[src/rtl/burst_arbiter.sv]
module burst_arbiter #(
  parameter int N_MASTERS = 4,
  localparam int IDW = (N_MASTERS > 1) ? $clog2(N_MASTERS) : 1,
  localparam int LONGEST = 16,
  localparam int CW = $clog2(LONGEST)
) (
  input  logic                 clk,
  input  logic                 rst_n,
  input  logic [N_MASTERS-1:0] req_i,
  input  logic [2:0]           burst_i,
  input  logic [1:0]           trans_i,
  input  logic                 ready_i,
  output logic [N_MASTERS-1:0] grant_o,
  output logic [IDW-1:0]       owner_o
);

  localparam logic [1:0] T_IDLE   = 2'b00;
  localparam logic [1:0] T_FIRST  = 2'b10;
  localparam logic [2:0] B_UNDEF  = 3'b001;

  logic [CW-1:0]  cnt, cnt_n;
  logic [IDW-1:0] gidx, pick;
  logic           adv, hold_fix, hold_inc, hold;

  function automatic logic [CW-1:0] rest_of(input logic [2:0] b);
    case (b[2:1])
      2'b01:   return CW'(3);
      2'b10:   return CW'(7);
      2'b11:   return CW'(LONGEST - 1);
      default: return '0;
    endcase
  endfunction

  assign adv = ready_i && trans_i[1];

  always_comb begin
    cnt_n = cnt;
    if (ready_i && trans_i == T_IDLE)   cnt_n = '0;
    else if (adv && trans_i == T_FIRST) cnt_n = rest_of(burst_i);
    else if (adv && cnt != '0)          cnt_n = cnt - CW'(1);
  end

  assign hold_fix = (cnt_n != '0);
  assign hold_inc = (burst_i == B_UNDEF) && (trans_i != T_IDLE) && req_i[owner_o];
  assign hold     = hold_fix || hold_inc;

  always_comb begin
    pick = '0;
    for (int i = N_MASTERS - 1; i >= 0; i--)
      if (req_i[i]) pick = IDW'(i);
  end

  always_ff @(posedge clk or negedge rst_n) begin
    if (!rst_n) begin
      cnt     <= '0;
      gidx    <= '0;
      owner_o <= '0;
    end else begin
      cnt  <= cnt_n;
      gidx <= hold ? owner_o : pick;
      if (ready_i && !hold) owner_o <= gidx;
    end
  end

  for (genvar g = 0; g < N_MASTERS; g++) begin : g_dec
    assign grant_o[g] = (gidx == IDW'(g));
  end

endmodule

[config.mk]
export PLATFORM = sky130hd
export DESIGN_NAME = burst_arbiter
export DESIGN_NICKNAME = d
export VERILOG_FILES = /design/src/rtl/burst_arbiter.sv
export SDC_FILE = /design/constraint.sdc
export NUM_CORES = 1
export LEC_CHECK = 0
export BUFFER_PORTS_ARGS = -buffer_cell sky130_fd_sc_hd__buf_2
export CORE_AREA = 8 8 45 47
export DETAILED_ROUTE_END_ITERATION = 7
export DIE_AREA = 0 0 53 55
export GPL_ROUTABILITY_DRIVEN = 0
export PLACE_DENSITY = 0.75
export SYNTH_ARGS = -nofsm -noshare
export SYNTH_HDL_FRONTEND = slang
export SYNTH_SLANG_ARGS = --single-unit
[constraint.sdc]
create_clock -name clk -period 2.5 [get_ports clk]
set_input_delay 0.75 -clock clk [delete_from_list [all_inputs] [get_ports clk]]
set_output_delay 0.75 -clock clk [all_outputs]
set_load 0.1 [all_outputs]
; ---- Word-level counts from Yosys, hierarchy flattened
; Cells that the tools add are included.
[totals]
register_bits = 8
latch_bits = 0
mem_bits_rw = 0
romBits = 0
in_bits = 12
out_inout_bits = 6
elab_cells = 38
n_memories = 0
[op_classes]
n_addsub = 1
n_mul = 0
div = 0
magnitude_cmp = 1
eq_ne = 8
shift = 0
mux = 11
bitwise_logic = 0
n_reduce_logical = 14
[ops]
columns = cell, count
row1 = 2-to-1 mux 4 bit, 3
row2 = one-hot mux 4 bit (3 select lines), 1
row3 = "equality test 2 bit, second input constant", 5
row4 = 2-to-1 mux 2 bit, 5
row5 = nonzero test 4 bit, 2
row6 = logical AND 1 bit, 7
row7 = "equality test 2 x 1 -> 1 bit, second input constant", 2
row8 = logical NOT 2 bit, 2
row9 = "subtractor 4 x 1 -> 4 bit, second input constant", 1
row10 = "equality test 3 x 1 -> 1 bit, second input constant", 1
row11 = "< comparator 2 x 3 -> 1 bit, second input constant", 1
row12 = binary-select mux 1 bit (select 2 bit), 1
row13 = nonzero test 2 bit, 1
row14 = logical NOT 1 bit, 1
row15 = logical OR 1 bit, 1
row16 = 2-to-1 mux 1 bit, 1

; ---- Logic depth before layout (Yosys ltp)
[depth]
depth_word = 9
depth_mapped = 7
depth_no_buf = 7

; ---- Worst setup path before layout
; OpenSTA, ideal clock, no wires.
[synth_timing]
kind = register -> register
from = register owner_o[1]
to = register owner_o[1]
setup_ns = 0.128
t_arrival_ns = 2.383
required_ns = 2.372
path_slack_ns = -0.011
path_stages_with_launch = 6
path_buffers = 0
cell_sequence = dfrtp_1 mux4_2 o2111ai_1 o211ai_1 nor4_4 mux2_1
[synth_via]
elab_chain_len = 6
[synth_lines]
columns = element, line
row1 = start: declaration, 14  ; output logic [IDW-1:0] owner_o
row2 = start signal: assignment, 61  ; if (ready_i && !hold) owner_o <= gidx;
row3 = binary-select mux 1 bit (select 2 bit), 44  ; assign hold_inc = (burst_i == B_UNDEF) && (trans_i != T_IDLE) && req_i[owner_o];
row4 = 2-to-1 mux 1 bit (not written as such), 44
row5 = logical AND 1 bit, 44
row6 = logical OR 1 bit, 45  ; assign hold = hold_fix || hold_inc;
row7 = logical NOT 1 bit, 61
row8 = logical AND 1 bit, 61
; Every way passes these cells. The select of a mux whose other input is x is not followed.
; A chain may end at the register's enable or synchronous reset.

; ---- Worst setup path after layout
[layout_timing]
from = register cnt[1]
to = register gidx[1]
[layout_via]
elab_chain_len = 8
elab_cells_between_ends = 9
cone_classes = 1 x add/sub / 4 x mux / 4 x reduce/logical
[layout_lines]
columns = element, line
row1 = start: declaration, 21  ; logic [CW-1:0] cnt, cnt_n;
row2 = start signal: assignment, 59  ; cnt <= cnt_n;
row3 = "parallel branches: the longest is 2 deep, another holds subtractor 4 x 1 -> 4 bit", -
row4 = 2-to-1 mux 4 bit (*), 40  ; else if (adv && cnt != '0) cnt_n = cnt - CW'(1);
row5 = 2-to-1 mux 4 bit (*), 39  ; else if (adv && trans_i == T_FIRST) cnt_n = rest_of(burst_i);
row6 = 2-to-1 mux 4 bit (*), 38  ; if (ready_i && trans_i == T_IDLE) cnt_n = '0;
row7 = via cnt_n[1], 21
row8 = nonzero test 4 bit (*), 43  ; assign hold_fix = (cnt_n != '0);
row9 = logical OR 1 bit (*), 45
row10 = 2-to-1 mux 2 bit (*), 60  ; gidx <= hold ? owner_o : pick;
row11 = end signal: assignment, 60
row12 = end: declaration, 22  ; logic [IDW-1:0] gidx, pick;
; Mark *: on every way through the listed nets, which the timed path passes.

==> metrics.md <==
| Metric | Value |
|---|---|
| Run status | completed |
| Area of the mapped netlist | 571 um2 |
| Critical-path cell list | inv_1, ha_1, or3b_1, a31oi_1, o21ai_2, nor4_2, mux2_1 |
| Synth Net Count | 70 |
| Commonest register cell after synthesis | dfrtp_1 |
| Sink Count | 8 |
| Routed Antenna Nets | 0 |
| Fin crit period | 2240 ps |
| Area growth, synth to finish | 25.0% |
| DIE AREA | 2920 um2 |
| Port-buffer cells | 17 |
| Layout cells sized above 1 | 38.0% |
| DR WL/cell | 14.8 um |
| First-pass GRT wire length | 2.33 mm |
| Resized cells post-CTS | 0 |
| GRT Util Overall | 10.4% |
| Setup bufs post-CTS | 0 |
| Crit path max fanout | 4 |
| Detailed-route wire length | 1.41 mm |
| #FFs+latches synth | 8 |
| Nets | 93 |
| Final cell count without fillers | 95 |
| Routed met1 length | 627 um |
| Rows | 14 |
| Antenna violations before repair | 0 |
| Worst-path clk slew | 60 ps |
| Startpoint types | register |
| Highest metal used | met3 |
| Worst Path Buf+Inv | 1 |
| Met2 WL | 706 um |
| Initial DRC Count | 20 |
| CP max stage delay | 410 ps |
| Root Driver | clkbuf_4 |
| Synthesized area per cell | 10.0 um2 |
| Peak VDD IR | 0.686 mV |
| Cell family with most CP delay | simple AND/OR/NAND/NOR gates |
| DR WL met3 | 72 um |
| Placed Instances | 91 |
| Ys async rst share | 100% |
| Cell Pwr Density | 1110 nW/um2 |
| Hold_buf cts | 0 |
| Share of the synthesized area in the top cell type | 35.1% |
| Final Hold Fails | 0 |
| Pins Over Slew Limit | 0 |
| GRT overflow | 0 |
| DRT Pass-1 Iters | 4 |
| Slew margin rel. | 67.7% |
| Vias per cell | 5.76 |
| Data required, critical path | 2640 ps |
| Ys Warns | 0 |
| ANT cells | 0 |
| Vias in the first global route | 547 |
| Chip height | 55 um |
| Gate count after technology mapping | 57 |
| Slowest stage cell, crit path | dfrtp_1 |
| Total stage count of the critical path | 7 |
| Max Clock Skew | 9.23 ps |
| Fillcell total | 129 |
| Tightest Hold Check Type | input pin to async pin |
| Cell variety after synth | 30 |
| Largest net degree at the start of global routing | 9 |
| Post-route DRC | 0 |
| Core Region | 1380 um2 |
| Top-Level Pins | 18 |
| R2r worst-path depth | 7 |
| Final setup fails | 0 |
| Initial Util | 41.2% |
| Maxcap violations | 0 |
| Routed vias | 547 |
| Leading area contributor after synthesis | dfrtp_1 |
| Setup TNS | 0 ps |
| Clock Tree Buf Depth | 2 |
| Sequential area share after synthesis | 35.1% |
| Synth top area cells | dfrtp_1 (35%), mux2_1 (7.9%), o211ai_2 (4.4%), mux4_2 (3.9%), nor4_4 (3.7%) |
| Post-synth EDFFs | 0 |
| H-tree depth | 1 |
| Worst setup EP type | register |
| Detail Placement HPWL | 1.15 mm |
| Leakage Power | 0.000334 uW |
| Inserted Clock Buffers | 3 |
| Most frequent cell after synthesis | dfrtp_1 |
| RSZ-0062 raised after global routing | no |
| CTS tree | built |
| Worst-Skew Late Latency | 250 ps |
| Worst Path Class, Setup | register to register |
| Die width | 53 um |
| CP arrival | 2380 ps |
| Period utilization | 89.7% |
| Fmax | 0.446 GHz |
| Least-Margin Pin Slew | 488 ps |
| Commonest cells in the netlist | dfrtp_1 (8), inv_1 (5), mux2_1 (4), nor2_1 (4) |
## placed cells by master, fill, tap and decap left out, types with 2 or more instances in the layout
| cell type | count |
|---|---|
| buf_4 | 2 |
| or3_1 | 2 |
| nand3_1 | 2 |
| o21ai_0 | 3 |
| buf_2 | 17 |
| clkbuf_4 | 3 |
| dfrtp_1 | 7 |
| a31oi_1 | 3 |
| a21oi_1 | 2 |
| o211ai_2 | 2 |
| inv_1 | 5 |
| mux2_1 | 4 |
| o2111ai_1 | 2 |
| nor2_1 | 4 |
| nor2b_1 | 2 |
## area by class of cell
class / instances / area (um2) / share of cell area [%]
flip-flops and latches: 8 / 201 / 28.2
multi-input cells: 43 / 347 / 48.6
clock buffers: 4 / 26.3 / 3.68
repair buffers: 19 / 100 / 14.0
inverters: 5 / 18.8 / 2.63
well taps: 16 / 20.0 / 2.81
## worst register-to-register path, stage by stage (launching register included)
cell and delay (ps):
dfrtp_1 410, inv_1 70, ha_1 190, or3b_1 380, a31oi_1 230, o21ai_2 150, nor4_2 350, mux2_1 360
## path summary, 6_finish.rpt
check / startpoint / endpoint / slack (ps)
min in group clk: owner_o[1] / owner_o[1] / 540
setup / recovery: cnt[1] / gidx[1] / 260
max in group asynchronous: rst_n / owner_o[1] / 2000
setup reg to reg: cnt[1] / gidx[1] / 260
hold / removal: rst_n / gidx[1] / 320
hold reg to reg: owner_o[1] / owner_o[1] / 540
## where the power goes
group | switching (uW) | internal [uW] | leakage, uW | total [uW]
registers | 41.4 | 168 | 0.000102 | 210
clock network | 44.5 | 61.1 | 0.0000150 | 106
logic | 364 | 113 | 0.000217 | 477
total | 450 | 343 | 0.000334 | 793
## through the flow
stage,cell area [um2],power (uW),hold WS [ps],utilization [%],worst slack (ps)
6_report,713,793,324,51.5,258
2_1_floorplan,572,597,454,-,16.5
4_1_cts,713,799,321,51.5,248
5_1_grt,713,833,328,51.5,120
3_5_place_dp,687,689,534,49.6,95.8
3_3_place_gp,687,684,534,49.6,122
## cells by family after synthesis
logic type / count (synthesis) / share of synthesized area [%]
DFF: 8 / 35.1
adders and majority gates: 1 / 2.19
and+or+nand+nor: 21 / 25.9
AOI/OAI and AO/OA: 16 / 20.8
buffers and inverters: 6 / 4.17
muxes: 5 / 11.8
## state kept, by name (all words and copies together) (netlist names)
| register | count |
|---|---|
| cnt | 4 |
| gidx | 2 |
| owner_o | 2 |
## per-layer routing
| layer | track usage (%) | vias up |
|---|---|---|
| li1 | - | 262 |
| met1 | 11.8 | 266 |
| met2 | 18.0 | 19 |
| met3 | 2.14 | 0 |
| met4 | 5.17 | 0 |
| met5 | 0 | - |
Note: power is estimated with default switching activity, not from simulation.
